[config.mk]
export PLATFORM = sky130hd
export DESIGN_NAME = i2c_wr_target
export DESIGN_NICKNAME = d
export VERILOG_FILES = /design/src/rtl/i2c_wr_pkg.sv /design/src/rtl/i2c_rst_sync.sv /design/src/rtl/i2c_line_filter.sv /design/src/rtl/i2c_wr_rx.sv /design/src/rtl/i2c_wr_target.sv
export SDC_FILE = /design/constraint.sdc
export NUM_CORES = 1
export LEC_CHECK = 0
export ABC_AREA = 0
export BUFFER_PORTS_ARGS = -buffer_cell sky130_fd_sc_hd__buf_2
export CAP_MARGIN = 20
export CORE_ASPECT_RATIO = 0.9
export CORE_MARGIN = 10
export CORE_UTILIZATION = 25
export CTS_CLUSTER_DIAMETER = 50
export DETAILED_ROUTE_END_ITERATION = 6
export GPL_TIMING_DRIVEN = 0
export HOLD_SLACK_MARGIN = 0.02
export MAX_ROUTING_LAYER = met4
export PLACE_DENSITY_LB_ADDON = 0.05
export SKIP_LAST_GASP = 1
export SYNTH_ARGS = -nofsm -noshare
export SYNTH_HDL_FRONTEND = slang
export SYNTH_SLANG_ARGS = --single-unit
[constraint.sdc]
create_clock -name clk -period 1.4 [get_ports clk]
set_input_delay 0.28 -clock clk [delete_from_list [all_inputs] [get_ports clk]]
set_output_delay 0.28 -clock clk [all_outputs]
set_load 0.01 [all_outputs]
[src/rtl/i2c_wr_pkg.sv]
package i2c_wr_pkg;

  localparam int unsigned BYTE_W       = 8;
  localparam int unsigned CNT_W        = $clog2(BYTE_W + 1);
  // Fixed part of the address byte; bit ADDR_SEL_POS is replaced by the strap.
  localparam logic [BYTE_W-1:0] ADDR_BASE = 8'hF8;
  localparam int unsigned ADDR_SEL_POS = 1;

  typedef enum logic [2:0] {
    ST_IDLE,
    ST_ADDR,
    ST_AACK,
    ST_DATA,
    ST_DACK,
    ST_SKIP
  } rx_state_t;

endpackage

[src/rtl/i2c_rst_sync.sv]
module i2c_rst_sync #(
  parameter int unsigned STAGES = 2
) (
  input  logic clk,
  input  logic rst_n,
  output logic rst_sync_n
);

  logic [STAGES-1:0] chain_q;

  always_ff @(posedge clk or negedge rst_n) begin
    if (!rst_n) begin
      chain_q <= '0;
    end else begin
      chain_q <= {chain_q[STAGES-2:0], 1'b1};
    end
  end

  assign rst_sync_n = chain_q[STAGES-1];

endmodule

[src/rtl/i2c_line_filter.sv]
module i2c_line_filter #(
  parameter int unsigned LINES       = 2,
  parameter int unsigned SYNC_STAGES = 2,
  parameter int unsigned FILT_LEN    = 3
) (
  input  logic             clk,
  input  logic             rst_n,
  input  logic [LINES-1:0] raw_i,
  output logic [LINES-1:0] filt_o
);

  for (genvar g = 0; g < LINES; g++) begin : g_line
    logic [SYNC_STAGES-1:0] sync_q;
    logic [FILT_LEN-1:0]    hist_q;
    logic                   level_q;
    logic                   level_d;

    // Level moves only once every recent sample agrees.
    always_comb begin
      level_d = level_q;
      if (&hist_q) begin
        level_d = 1'b1;
      end else if (~|hist_q) begin
        level_d = 1'b0;
      end
    end

    always_ff @(posedge clk or negedge rst_n) begin
      if (!rst_n) begin
        sync_q  <= '1;
        hist_q  <= '1;
        level_q <= 1'b1;
      end else begin
        sync_q  <= {sync_q[SYNC_STAGES-2:0], raw_i[g]};
        hist_q  <= {hist_q[FILT_LEN-2:0], sync_q[SYNC_STAGES-1]};
        level_q <= level_d;
      end
    end

    assign filt_o[g] = level_q;
  end

endmodule

[src/rtl/i2c_wr_rx.sv]
module i2c_wr_rx
  import i2c_wr_pkg::*;
(
  input  logic              clk,
  input  logic              rst_n,
  input  logic              scl_f,
  input  logic              sda_f,
  input  logic              addr_sel,
  output logic              sda_oe,
  output logic [BYTE_W-1:0] rx_byte,
  output logic              rx_vld
);

  rx_state_t         state_q, state_d;
  logic [CNT_W-1:0]  cnt_q, cnt_d;
  logic [BYTE_W-1:0] shift_q, shift_d;
  logic [BYTE_W-1:0] byte_q, byte_d;
  logic              oe_q, oe_d;
  logic              vld_q, vld_d;
  logic              scl_q, sda_q;
  logic [BYTE_W-1:0] addr_exp;

  logic scl_rise, scl_fall, bus_start, bus_stop, byte_full;

  assign scl_rise  = scl_f & ~scl_q;
  assign scl_fall  = ~scl_f & scl_q;
  assign bus_start = scl_f & scl_q & sda_q & ~sda_f;
  assign bus_stop  = scl_f & scl_q & ~sda_q & sda_f;
  assign byte_full = (cnt_q == CNT_W'(BYTE_W));

  always_comb begin
    addr_exp               = ADDR_BASE;
    addr_exp[ADDR_SEL_POS] = addr_sel;
  end

  always_comb begin
    state_d = state_q;
    cnt_d   = cnt_q;
    shift_d = shift_q;
    byte_d  = byte_q;
    oe_d    = oe_q;
    vld_d   = 1'b0;
    if (bus_start) begin
      state_d = ST_ADDR;
      cnt_d   = '0;
      shift_d = '0;
      oe_d    = 1'b0;
    end else if (bus_stop) begin
      state_d = ST_IDLE;
      cnt_d   = '0;
      oe_d    = 1'b0;
    end else begin
      unique case (state_q)
        ST_ADDR, ST_DATA: begin
          if (scl_rise && !byte_full) begin
            shift_d = {shift_q[BYTE_W-2:0], sda_f};
            cnt_d   = cnt_q + 1'b1;
          end else if (scl_fall && byte_full) begin
            if (state_q == ST_DATA) begin
              oe_d    = 1'b1;
              vld_d   = 1'b1;
              byte_d  = shift_q;
              state_d = ST_DACK;
            end else if (shift_q == addr_exp) begin
              oe_d    = 1'b1;
              state_d = ST_AACK;
            end else begin
              state_d = ST_SKIP;
            end
          end
        end
        ST_AACK, ST_DACK: begin
          if (scl_fall) begin
            oe_d    = 1'b0;
            cnt_d   = '0;
            state_d = ST_DATA;
          end
        end
        default: ;
      endcase
    end
  end

  always_ff @(posedge clk or negedge rst_n) begin
    if (!rst_n) begin
      state_q <= ST_IDLE;
      cnt_q   <= '0;
      shift_q <= '0;
      byte_q  <= '0;
      oe_q    <= 1'b0;
      vld_q   <= 1'b0;
      scl_q   <= 1'b1;
      sda_q   <= 1'b1;
    end else begin
      state_q <= state_d;
      cnt_q   <= cnt_d;
      shift_q <= shift_d;
      byte_q  <= byte_d;
      oe_q    <= oe_d;
      vld_q   <= vld_d;
      scl_q   <= scl_f;
      sda_q   <= sda_f;
    end
  end

  assign sda_oe  = oe_q;
  assign rx_byte = byte_q;
  assign rx_vld  = vld_q;

endmodule

[src/rtl/i2c_wr_target.sv]
module i2c_wr_target
  import i2c_wr_pkg::*;
#(
  parameter int unsigned SYNC_STAGES = 2,
  parameter int unsigned FILT_LEN    = 3
) (
  input  logic              clk,
  input  logic              rst_n,
  input  logic              scl_i,
  input  logic              sda_i,
  input  logic              addr_sel_i,
  output logic              sda_oe_o,
  output logic [BYTE_W-1:0] rx_byte_o,
  output logic              rx_vld_o
);

  localparam int unsigned LINES = 2;

  logic             rst_sync_n;
  logic [LINES-1:0] filt;
  logic             scl_filt;
  logic             sda_filt;

  i2c_rst_sync #(.STAGES(2)) u_rst (
    .clk        (clk),
    .rst_n      (rst_n),
    .rst_sync_n (rst_sync_n)
  );

  i2c_line_filter #(
    .LINES       (LINES),
    .SYNC_STAGES (SYNC_STAGES),
    .FILT_LEN    (FILT_LEN)
  ) u_filt (
    .clk    (clk),
    .rst_n  (rst_sync_n),
    .raw_i  ({sda_i, scl_i}),
    .filt_o (filt)
  );

  assign scl_filt = filt[0];
  assign sda_filt = filt[1];

  i2c_wr_rx u_rx (
    .clk      (clk),
    .rst_n    (rst_sync_n),
    .scl_f    (scl_filt),
    .sda_f    (sda_filt),
    .addr_sel (addr_sel_i),
    .sda_oe   (sda_oe_o),
    .rx_byte  (rx_byte_o),
    .rx_vld   (rx_vld_o)
  );

endmodule

# Yosys cells after proc, flatten, opt, wreduce, memory -nomap -nowiden
# Cells that the tools add are included.
[totals] register_bits=41 in_bits=5 out_inout_bits=10 word_cells=96
[classes] addsub=1 n_eq_ne=14 n_mux=35 bitwise=14 n_reduce_logical=17
[ops] cell="8-bit two-way mux" n=4
[ops] cell="3-bit two-way mux" n=7
[ops] cell="1-bit two-way mux" n=17
[ops] cell="4-bit two-way mux" n=4
[ops] cell="4-bit by 1-bit != test with 1-bit output (second input constant)" n=3
[ops] cell="3-bit AND reduction" n=4
[ops] cell="8-bit == test" n=1
[ops] cell="4-bit one-hot mux with 2 select lines" n=1
[ops] cell="1-bit AND" n=7
[ops] cell="1-bit NOT" n=7
[ops] cell="3-bit by 2-bit == test with 1-bit output (second input constant)" n=2
[ops] cell="2-bit by 1-bit != test with 1-bit output (second input constant)" n=3
[ops] cell="3-bit one-hot mux with 2 select lines" n=1
[ops] cell="6-bit AND reduction" n=1
[ops] cell="3-bit OR reduction" n=2
[ops] cell="5-bit by 1-bit != test with 1-bit output (second input constant)" n=1
[ops] cell="5-bit AND reduction" n=1
[ops] cell="4-bit by 1-bit adder with 4-bit output (second input constant)" n=1
[ops] cell="4-bit == test (second input constant)" n=1
[ops] cell="4-bit by 2-bit != test with 1-bit output (second input constant)" n=1
[ops] cell="4-bit AND reduction" n=1
[ops] cell="2-bit nonzero test" n=2
[ops] cell="4-bit nonzero test" n=1
[ops] cell="2-bit OR reduction" n=2
[ops] cell="5 further kinds" n=6

# Logic depth before layout (Yosys ltp)
# Gate-level depths: netlist of run 1.
[logic_depth] word_depth=8 ltp_mapped=7 ltp_nobuf=6

# By module
# Synthesis of run 1 repeated with hierarchy kept, for this count alone.
[unflattened] hier_cells=133 area_unflattened_um2=1745.4
[modules_own_cells] module="i2c_wr_rx" n_inst=1 cells_per_inst=108 area_each_um2=1323.8 seq_area_each_um2=678.2
[modules_own_cells] module="i2c_line_filter" n_inst=1 cells_per_inst=22 area_each_um2=367.9 seq_area_each_um2=315.3
[modules_own_cells] module="i2c_rst_sync" n_inst=1 cells_per_inst=3 area_each_um2=53.8 seq_area_each_um2=50.0

# Least setup slack after synthesis of run 1
# No wires, ideal clock.
[synth_path] path_type="flip-flop to flip-flop" startpoint="reg u_rx.cnt_q[0]" endpoint="reg u_rx.shift_q[0]" setup_ps=125 t_arrival_ps=1549 path_slack_ps=-274 stages_incl_launch_ff=7 synth_period_minus_slack_ps=1674 path_cell_list="dfrtp_1 > inv_1 > ha_1 > nand3b_1 > and2_4 > a41oi_4 > mux2_4"
[synth_between] elab_chain_len=5
[synth_rtl] element="start: declaration" line="i2c_wr_rx.sv:15" rtl="logic [CNT_W-1:0] cnt_q, cnt_d;"
[synth_rtl] element="start signal: assignment" line="i2c_wr_rx.sv:96" rtl="cnt_q <= cnt_d;"
[synth_rtl] element="4-bit == test" line="i2c_wr_rx.sv:29" rtl="assign byte_full = (cnt_q == CNT_W'(BYTE_W));"
[synth_rtl] element="1-bit logical NOT" line="i2c_wr_rx.sv:55" rtl="if (scl_rise && !byte_full) begin"
[synth_rtl] element="1-bit logical AND" line="i2c_wr_rx.sv:55"
[synth_rtl] element="2-bit nonzero test (no source line)"
[synth_rtl] element="3-bit AND reduction (no source line)"
[synth_rtl] element="end signal: assignment" line="i2c_wr_rx.sv:97" rtl="shift_q <= shift_d;"
[synth_rtl] element="end: declaration" line="i2c_wr_rx.sv:16" rtl="logic [BYTE_W-1:0] shift_q, shift_d;"
# Every way passes these cells.
# A chain may end at the register's enable or synchronous reset.

# Final worst setup path of run 1
[layout_path] startpoint="reg u_rx.cnt_q[1]" endpoint="reg u_rx.byte_q[0], in the netlist u_rx.rx_byte[0]"
[layout_between] elab_chain_len=5 elab_cells_between_ends=6 classes_between="eq/ne: 1; bitwise: 1; reduce/logical: 4"
[layout_rtl] element="4-bit == test *" line="i2c_wr_rx.sv:29"
[layout_rtl] element="1-bit logical NOT" line="i2c_wr_rx.sv:55"
[layout_rtl] element="1-bit logical AND" line="i2c_wr_rx.sv:55"
[layout_rtl] element="1-bit NOT (no source line)"
[layout_rtl] element="6-bit AND reduction (no source line) *"
[layout_rtl] element="end signal: assignment" line="i2c_wr_rx.sv:98" rtl="byte_q <= byte_d;"
[layout_rtl] element="end: declaration" line="i2c_wr_rx.sv:17" rtl="logic [BYTE_W-1:0] byte_q, byte_d;"
# Every way passes the cells marked *; elsewhere a longest branch is shown, timed or not.

==> results of run 1 <==
==> area by class of cell <==
| class | count | area [um2] | share of cell area [%] |
|---|---|---|---|
| buffer | 1 | 11.3 | 0.480 |
| clock buffer | 7 | 119 | 5.07 |
| clock inverter | 1 | 8.76 | 0.374 |
| inverter | 9 | 33.8 | 1.44 |
| multi-input combinational | 68 | 727 | 31.0 |
| sequential | 41 | 1050 | 44.7 |
| tap | 90 | 113 | 4.80 |
| timing repair buffer | 36 | 285 | 12.2 |
==> synthesized netlist by cell type (all sizes together) <==
| cell | count | area share, % |
|---|---|---|
| o32ai | 2 | 1.5 |
| o22a | 1 | 0.51 |
| mux2 | 9 | 7.9 |
| nand2b | 3 | 1.4 |
| nor2 | 3 | 0.66 |
| o311ai | 1 | 0.51 |
| a21oi | 5 | 1.5 |
| buf | 2 | 0.73 |
| and2 | 1 | 0.51 |
| nor3 | 2 | 1.2 |
| nand3b | 1 | 0.44 |
| nand3 | 2 | 0.59 |
| conb | 1 | 0.22 |
| xnor2 | 2 | 1.0 |
| or2 | 1 | 0.37 |
| o41a | 1 | 0.66 |
| dfrtp | 27 | 40 |
| inv | 9 | 2.0 |
| nand2 | 3 | 1.1 |
| nor4bb | 1 | 1.5 |
| a21o | 1 | 0.44 |
| o31ai | 2 | 0.88 |
| a22o | 7 | 3.6 |
| a41oi | 1 | 1.6 |
| nand4 | 2 | 0.73 |
| o21ai | 6 | 1.8 |
| o211ai | 1 | 0.44 |
| ha | 2 | 1.5 |
| dfstp | 14 | 22 |
| nor4 | 1 | 0.73 |
| nor3b | 1 | 0.44 |
| o21bai | 1 | 0.44 |
| xor2 | 3 | 1.5 |
| o22ai | 1 | 0.37 |
==> final timing paths <==
| path | cells past startpoint | to |
|---|---|---|
| min in group asynchronous | 2 | u_rst.chain_q[1]$_DFF_PN0_ |
| max in group asynchronous | 0 | u_rx.state_q[1]$_DFFE_PN0P_ |
| max reg2reg | 7 | u_rx.rx_byte[0]$_DFFE_PN0P_ |
| min reg2reg | 0 | u_filt.g_line[0].hist_q[0]$_DFF_PN1_ |
| min | 1 | u_filt.g_line[1].sync_q[0]$_DFF_PN1_ |
| max | 7 | u_rx.rx_byte[0]$_DFFE_PN0P_ |
==> where the power goes <==
group	switching, W	internal, W	leakage, nW
logic	0.000349	0.000472	0.508
clock network	0.000449	0.000575	0.0651
registers	0.000215	0.00136	0.503
total	0.00101	0.00241	1.08
==> cells by family (layout without fill, tap and decap cells) <==
group | Yosys count | after routing | share of synthesized area, %
other | 1 | 1 | 0.220
adder cells (fa/ha/maj) | 2 | 2 | 1.47
AND/OR/NAND/NOR | 21 | 21 | 9.69
XOR/XNOR | 5 | 5 | 2.57
multiplexers | 9 | 9 | 7.93
buffers and inverters | 11 | 54 | 2.72
AO/OA/AOI/OAI | 30 | 30 | 14.2
flip-flops | 41 | 41 | 61.2
==> sequential cells by signal, indices dropped and copies added (netlist names) <==
name and flops:
u_rx.cnt_q 4, u_filt.g_line.hist_q 6, u_rx.sda_oe 1, u_rx.shift_q 8, u_rx.scl_q 1, u_rx.sda_q 1
u_filt.g_line.level_q 2, u_rx.rx_byte 8, u_filt.g_line.sync_q 4, u_rst.chain_q 2, u_rx.state_q 3, u_rx.rx_vld 1
==> worst max-delay path, cell delays in order (launching register included) <==
cell	delay [ns]
sky130_fd_sc_hd__dfrtp_1	0.41
sky130_fd_sc_hd__inv_2	0.09
sky130_fd_sc_hd__ha_4	0.12
sky130_fd_sc_hd__nand3b_1	0.13
sky130_fd_sc_hd__buf_6	0.16
sky130_fd_sc_hd__nor3_4	0.18
sky130_fd_sc_hd__nand2_4	0.18
sky130_fd_sc_hd__mux2_4	0.33
==> stage by stage <==
stage / total power, W / hold slack, ns / util [%] / TNS (ns) / std cells
after floorplan: 0.00190 / -0.0156 / - / -2.70 / 120
final: 0.00342 / 0.0705 / 35.6 / -5.39 / 253
after global routing: 0.00361 / 0.0451 / 35.6 / -6.84 / 253
after global placement: 0.00202 / 0.0640 / 28.8 / -13.94 / 224
after CTS: 0.00346 / 0.0576 / 35.9 / -4.59 / 253
after detailed placement: 0.00205 / 0.0670 / 28.9 / -7.06 / 224
==> per-layer routing <==
metal / part of all wire (%) / routed length, um
met1: 47 / 1740
met2: 47 / 1760
met3: 3.7 / 139
met4: 2.1 / 78
met5: 0 / 0
==> what timing repair did <==
action,4_1_cts,5_1_grt
gates resized for setup,26,4
hold buffers,1,0
endpoints found under the hold margin,2,0
pin swaps,11,13
setup buffers,20,2
gates cloned,1,0
endpoints found under the setup margin,25,25
==> flow_summary.yaml, run 1 <==
die:
  design.die.area_um2: 10500
  die-height_um: 98.3
  initial_core_util_pct: 25.9
  die_width_um: 107
  floorplan.core_area_um2: 6590
  placement_rows: 28
  io-pin-count: 15
min_path:
  hold_path_startpoint: "sda_i"
  hp-class: "input pin to flop"
sta:
  finClkSkew_ns: 0.00345
  post-route-period-util_pct: 122
  report.final.hold_viol_count: 0
  maxClockFrequency_mhz: 585
  drv_slew: 0
  worst_pin_slew_ns: 0.873
  layout_min_cycle_time_ns: 1.71
  rsz0062_at_grt: "yes"
  relSlewSlack_pct: 41.8
  setup_ws_ns: -0.310
  final-setup-viol-count: 25
critical_path:
  cp-start-kind: "flop"
  crit_required_ns: 1.59
  crit_path_max_fanout: 10
  setup.worst_path.start: "u_rx.cnt_q[1]$_DFFE_PN0P_"
  register_to_register_setup_slack_ns: -0.31
  worst-endpoint-arrival_ns: 1.90
  end_kind: "flop"
  cp_class: "flop to flop"
  r2r_start: "u_rx.cnt_q[1]$_DFFE_PN0P_"
synth:
  netlist-cell-type-count: 39
  mappedNetlistNets: 127
  netlist_area_um2: 1700
  count_of_yosys_warnings_during_synthesis: 0
  seq_area_frac_synth_pct: 61.2
  postSynthCellCount: 120
  syn-mean-instance-area_um2: 14.2
  synth_seq_cells: 41
grt:
  maximum_number_of_pins_on_one_net_before_global_route_repair: 40
  overflow_left_after_global_routing: 0
  globalRoute.busiestLayer: "met2"
  initial_antenna_violation_count: 0
  grt_util_all_layers_pct: 7.65
  met2_global_route_usage_pct: 11.0
  first_global_vias: 1177
  grt_pass1_wl_mm: 6.20
  use_met3_pct: 2.30
  use_met1_pct: 9.31
placement:
  place_area_um2: 1900
  place.port_buffers: 14
  placement.setup.worst_slack_ns: -0.497
  dp_hpwl_mm: 2.14
  gp_routability_congestion: 0.713
clock_tree:
  clk-insertion-delay-late_ns: 0.30
  clk_root_buffer_cell: "sky130_fd_sc_hd__clkbuf_8"
  cts_tree: "yes"
  numClockSinks: 41
  cts_htree_levels: 2
  max-clock-path-buffers: 2
  cts.reportedPaths.clkPinSlew_ns: 0.08
  cts_inserted_buffers: 5
drt:
  routed_wire_length_per_instance_um: 14.7
  detail-route-antenna-nets: 0
  dr.first_iter.drc_count: 32
  firstDrtPassIters: 4
  wirelength_mm: 3.72
  route.vias.total: 1103
  viasPerCell: 4.36
  drcViolationCount: 0
layout:
  layout-drive-gt1-share_pct: 55.2
  mostFrequentLayoutCell: "sky130_fd_sc_hd__dfrtp_1"
  areaGrowthSynthToFinish_pct: 37.6
  final_antenna_diode_count: 0
  mostFrequentLayoutCells: "sky130_fd_sc_hd__dfrtp_1, sky130_fd_sc_hd__buf_2, sky130_fd_sc_hd__dfstp_2"
  layout.cell_area.non_filler_um2: 2340
  nNetsFinal: 169
  fill_cell_instance_count_of_the_final_layout: 658
power_and_ir_drop:
  power-per-cell-area_nw_per_um2: 1460
  vdd_drop_max_mv: 0.431
  leakage_nw: 1.08
run_status:
  outcome: "finished with violations"
  violated_checks: "negative setup slack"
flow_run:
  maxCapViolations: 0
Note: power is estimated with default switching activity, not from simulation.
==> run 2: changes to the inputs <==
==> constraint.sdc (replaced) <==
create_clock -name clk -period 1.8 [get_ports clk]
set_input_delay 0.36 -clock clk [delete_from_list [all_inputs] [get_ports clk]]
set_output_delay 0.36 -clock clk [all_outputs]
set_load 0.01 [all_outputs]
==> run 2 against run 1 <==
Net effect:
- the run now ends clean
- hold slack improved by 0.088 ns
- wire length fell by 11%
- final cell count fell by 4.7%
- final area fell by 12%
- worst setup slack improved by 0.36 ns
- clock-buffer cell count fell by 2
- clock skew rose by 0.0048 ns
- global-route usage fell by 1.1 points
- critical path type unchanged
==> flow_summary.yaml, run 2 (synthesis gave the netlist of run 1 again) <==
min_path:
  hp-class: "input pin to flop"
power_and_ir_drop:
  power-per-cell-area_nw_per_um2: 1080
  leakage_nw: 0.983
  vdd_drop_max_mv: 0.398
sta:
  finClkSkew_ns: 0.00825
  worst_pin_slew_ns: 0.843
  setup_ws_ns: 0.0516
  post-route-period-util_pct: 97.1
  final-setup-viol-count: 0
  drv_slew: 0
  worst_case_hold_slack_ns: 0.159
  relSlewSlack_pct: 43.8
  layout_min_cycle_time_ns: 1.75
  report.final.hold_viol_count: 0
  maxClockFrequency_mhz: 572
  rsz0062_at_grt: "yes"
clock_tree:
  clk_root_buffer_cell: "sky130_fd_sc_hd__clkbuf_8"
  max-clock-path-buffers: 2
  cts_htree_levels: 2
  cts.reportedPaths.clkPinSlew_ns: 0.09
  numClockSinks: 41
  cts_inserted_buffers: 5
  cts_tree: "yes"
  clk-insertion-delay-late_ns: 0.29
critical_path:
  critical_path.top_delay_family: "simple AND/OR/NAND/NOR gates"
  max_stage_delay_cell_worst_path: "sky130_fd_sc_hd__dfrtp_1"
  critical_path.max_stage_delay_ns: 0.41
  end_kind: "flop"
  crit_path_max_fanout: 5
  cp_num_buf_inv: 1
  cp_class: "flop to flop"
  register_to_register_setup_slack_ns: 0.05
  crit_required_ns: 1.98
  path_cells: "inv_2, ha_4, nand3b_1, nor3_4, nand2_4, mux2_4"
  cp-start-kind: "flop"
  worst-endpoint-arrival_ns: 1.92
grt:
  grt_pass1_wl_mm: 5.31
  first_global_vias: 1024
  initial_antenna_violation_count: 0
  overflow_left_after_global_routing: 0
  maximum_number_of_pins_on_one_net_before_global_route_repair: 40
  grt_util_all_layers_pct: 6.58
flow_run:
  maxCapViolations: 0
drt:
  route.vias.total: 1030
  detail-route-antenna-nets: 0
  drcViolationCount: 0
  viasPerCell: 4.27
  firstDrtPassIters: 4
  wirelength_mm: 3.32
  dr.first_iter.drc_count: 28
  routed_wire_length_per_instance_um: 13.8
die:
  design.die.area_um2: 10500
  placement_rows: 28
  die-height_um: 98.3
  io-pin-count: 15
  floorplan.core_area_um2: 6590
  initial_core_util_pct: 25.9
  die_width_um: 107
placement:
  place_area_um2: 1890
  placement.setup.worst_slack_ns: -0.100
  place.port_buffers: 14
  dp_hpwl_mm: 2.11
  gp_routability_congestion: 0.742
layout:
  nNetsFinal: 157
  areaGrowthSynthToFinish_pct: 21.4
  area.sequential_um2: 1040
  fill_cell_instance_count_of_the_final_layout: 705
  final_antenna_diode_count: 0
  mostFrequentLayoutCells: "sky130_fd_sc_hd__dfrtp_1, sky130_fd_sc_hd__buf_2, sky130_fd_sc_hd__dfstp_2"
  layout.cell_area.non_filler_um2: 2070
  multiInputGateArea_um2: 643
  mostFrequentLayoutCell: "sky130_fd_sc_hd__dfrtp_1"
  layout-drive-gt1-share_pct: 45.7
run_status:
  outcome: "completed"
==> run 2: report_power, final <==
part	total, W	leakage, nW	switching, W	internal, W
Clock	0.000613	0.0489	0.000336	0.000276
Combinational	0.000397	0.429	0.000170	0.000228
Sequential	0.00122	0.505	0.000158	0.00106
==> run 2: repair_timing <==
item,CTS,global route
endpoints found under the setup margin,9,18
hold buffers,1,0
setup buffers,2,5
gates resized for setup,0,6
gates cloned,0,1
endpoints found under the hold margin,2,0
pin swaps,1,1
==> run 2: area by class of cell <==
type	count	share of cell area [%]
Tap cell	90	5.44
Sequential cell	41	50.5
Inverter	9	1.63
Buffer	2	0.605
Clock buffer	5	3.33
Timing Repair Buffer	22	6.41
Multi-Input combinational cell	69	31.1
Clock inverter	3	0.968
==> run 2: path summary, 6_finish.rpt <==
kind / startpoint / end / cells after the start
setup / recovery: u_rx.cnt_q[1]$_DFFE_PN0P_ / u_rx.rx_byte[2]$_DFFE_PN0P_ / 6
hold / removal: scl_i / u_filt.g_line[0].sync_q[0]$_DFF_PN1_ / 1
max in group asynchronous: u_rst.chain_q[1]$_DFF_PN0_ / u_rx.cnt_q[3]$_DFFE_PN0P_ / 0
hold reg to reg: u_filt.g_line[1].sync_q[0]$_DFF_PN1_ / u_filt.g_line[1].sync_q[1]$_DFF_PN1_ / 0
setup reg to reg: u_rx.cnt_q[1]$_DFFE_PN0P_ / u_rx.rx_byte[2]$_DFFE_PN0P_ / 6
min in group asynchronous: rst_n / u_rst.chain_q[1]$_DFF_PN0_ / 2
==> run 2: through the flow <==
step	instances	utilization [%]	TNS [ns]	total power, W
3_5_place_dp	224	28.7	-0.271	0.00155
3_3_place_gp	224	28.6	-0.464	0.00155
5_1_grt	241	31.4	-0.239	0.00239
2_1_floorplan	120	-	0	0.00145
4_1_cts	235	30.4	0	0.00221
6_report	241	31.4	0	0.00223
==> run 2: layer usage <==
layer	up-vias	track usage, %	part of all wire (%)	wire length (um)
met4	0	2.81	0.42	14
met2	27	8.45	48	1580
li1	492	-	-	-
met3	2	2.76	6.0	199
met1	509	8.68	46	1520
met5	-	-	0	0
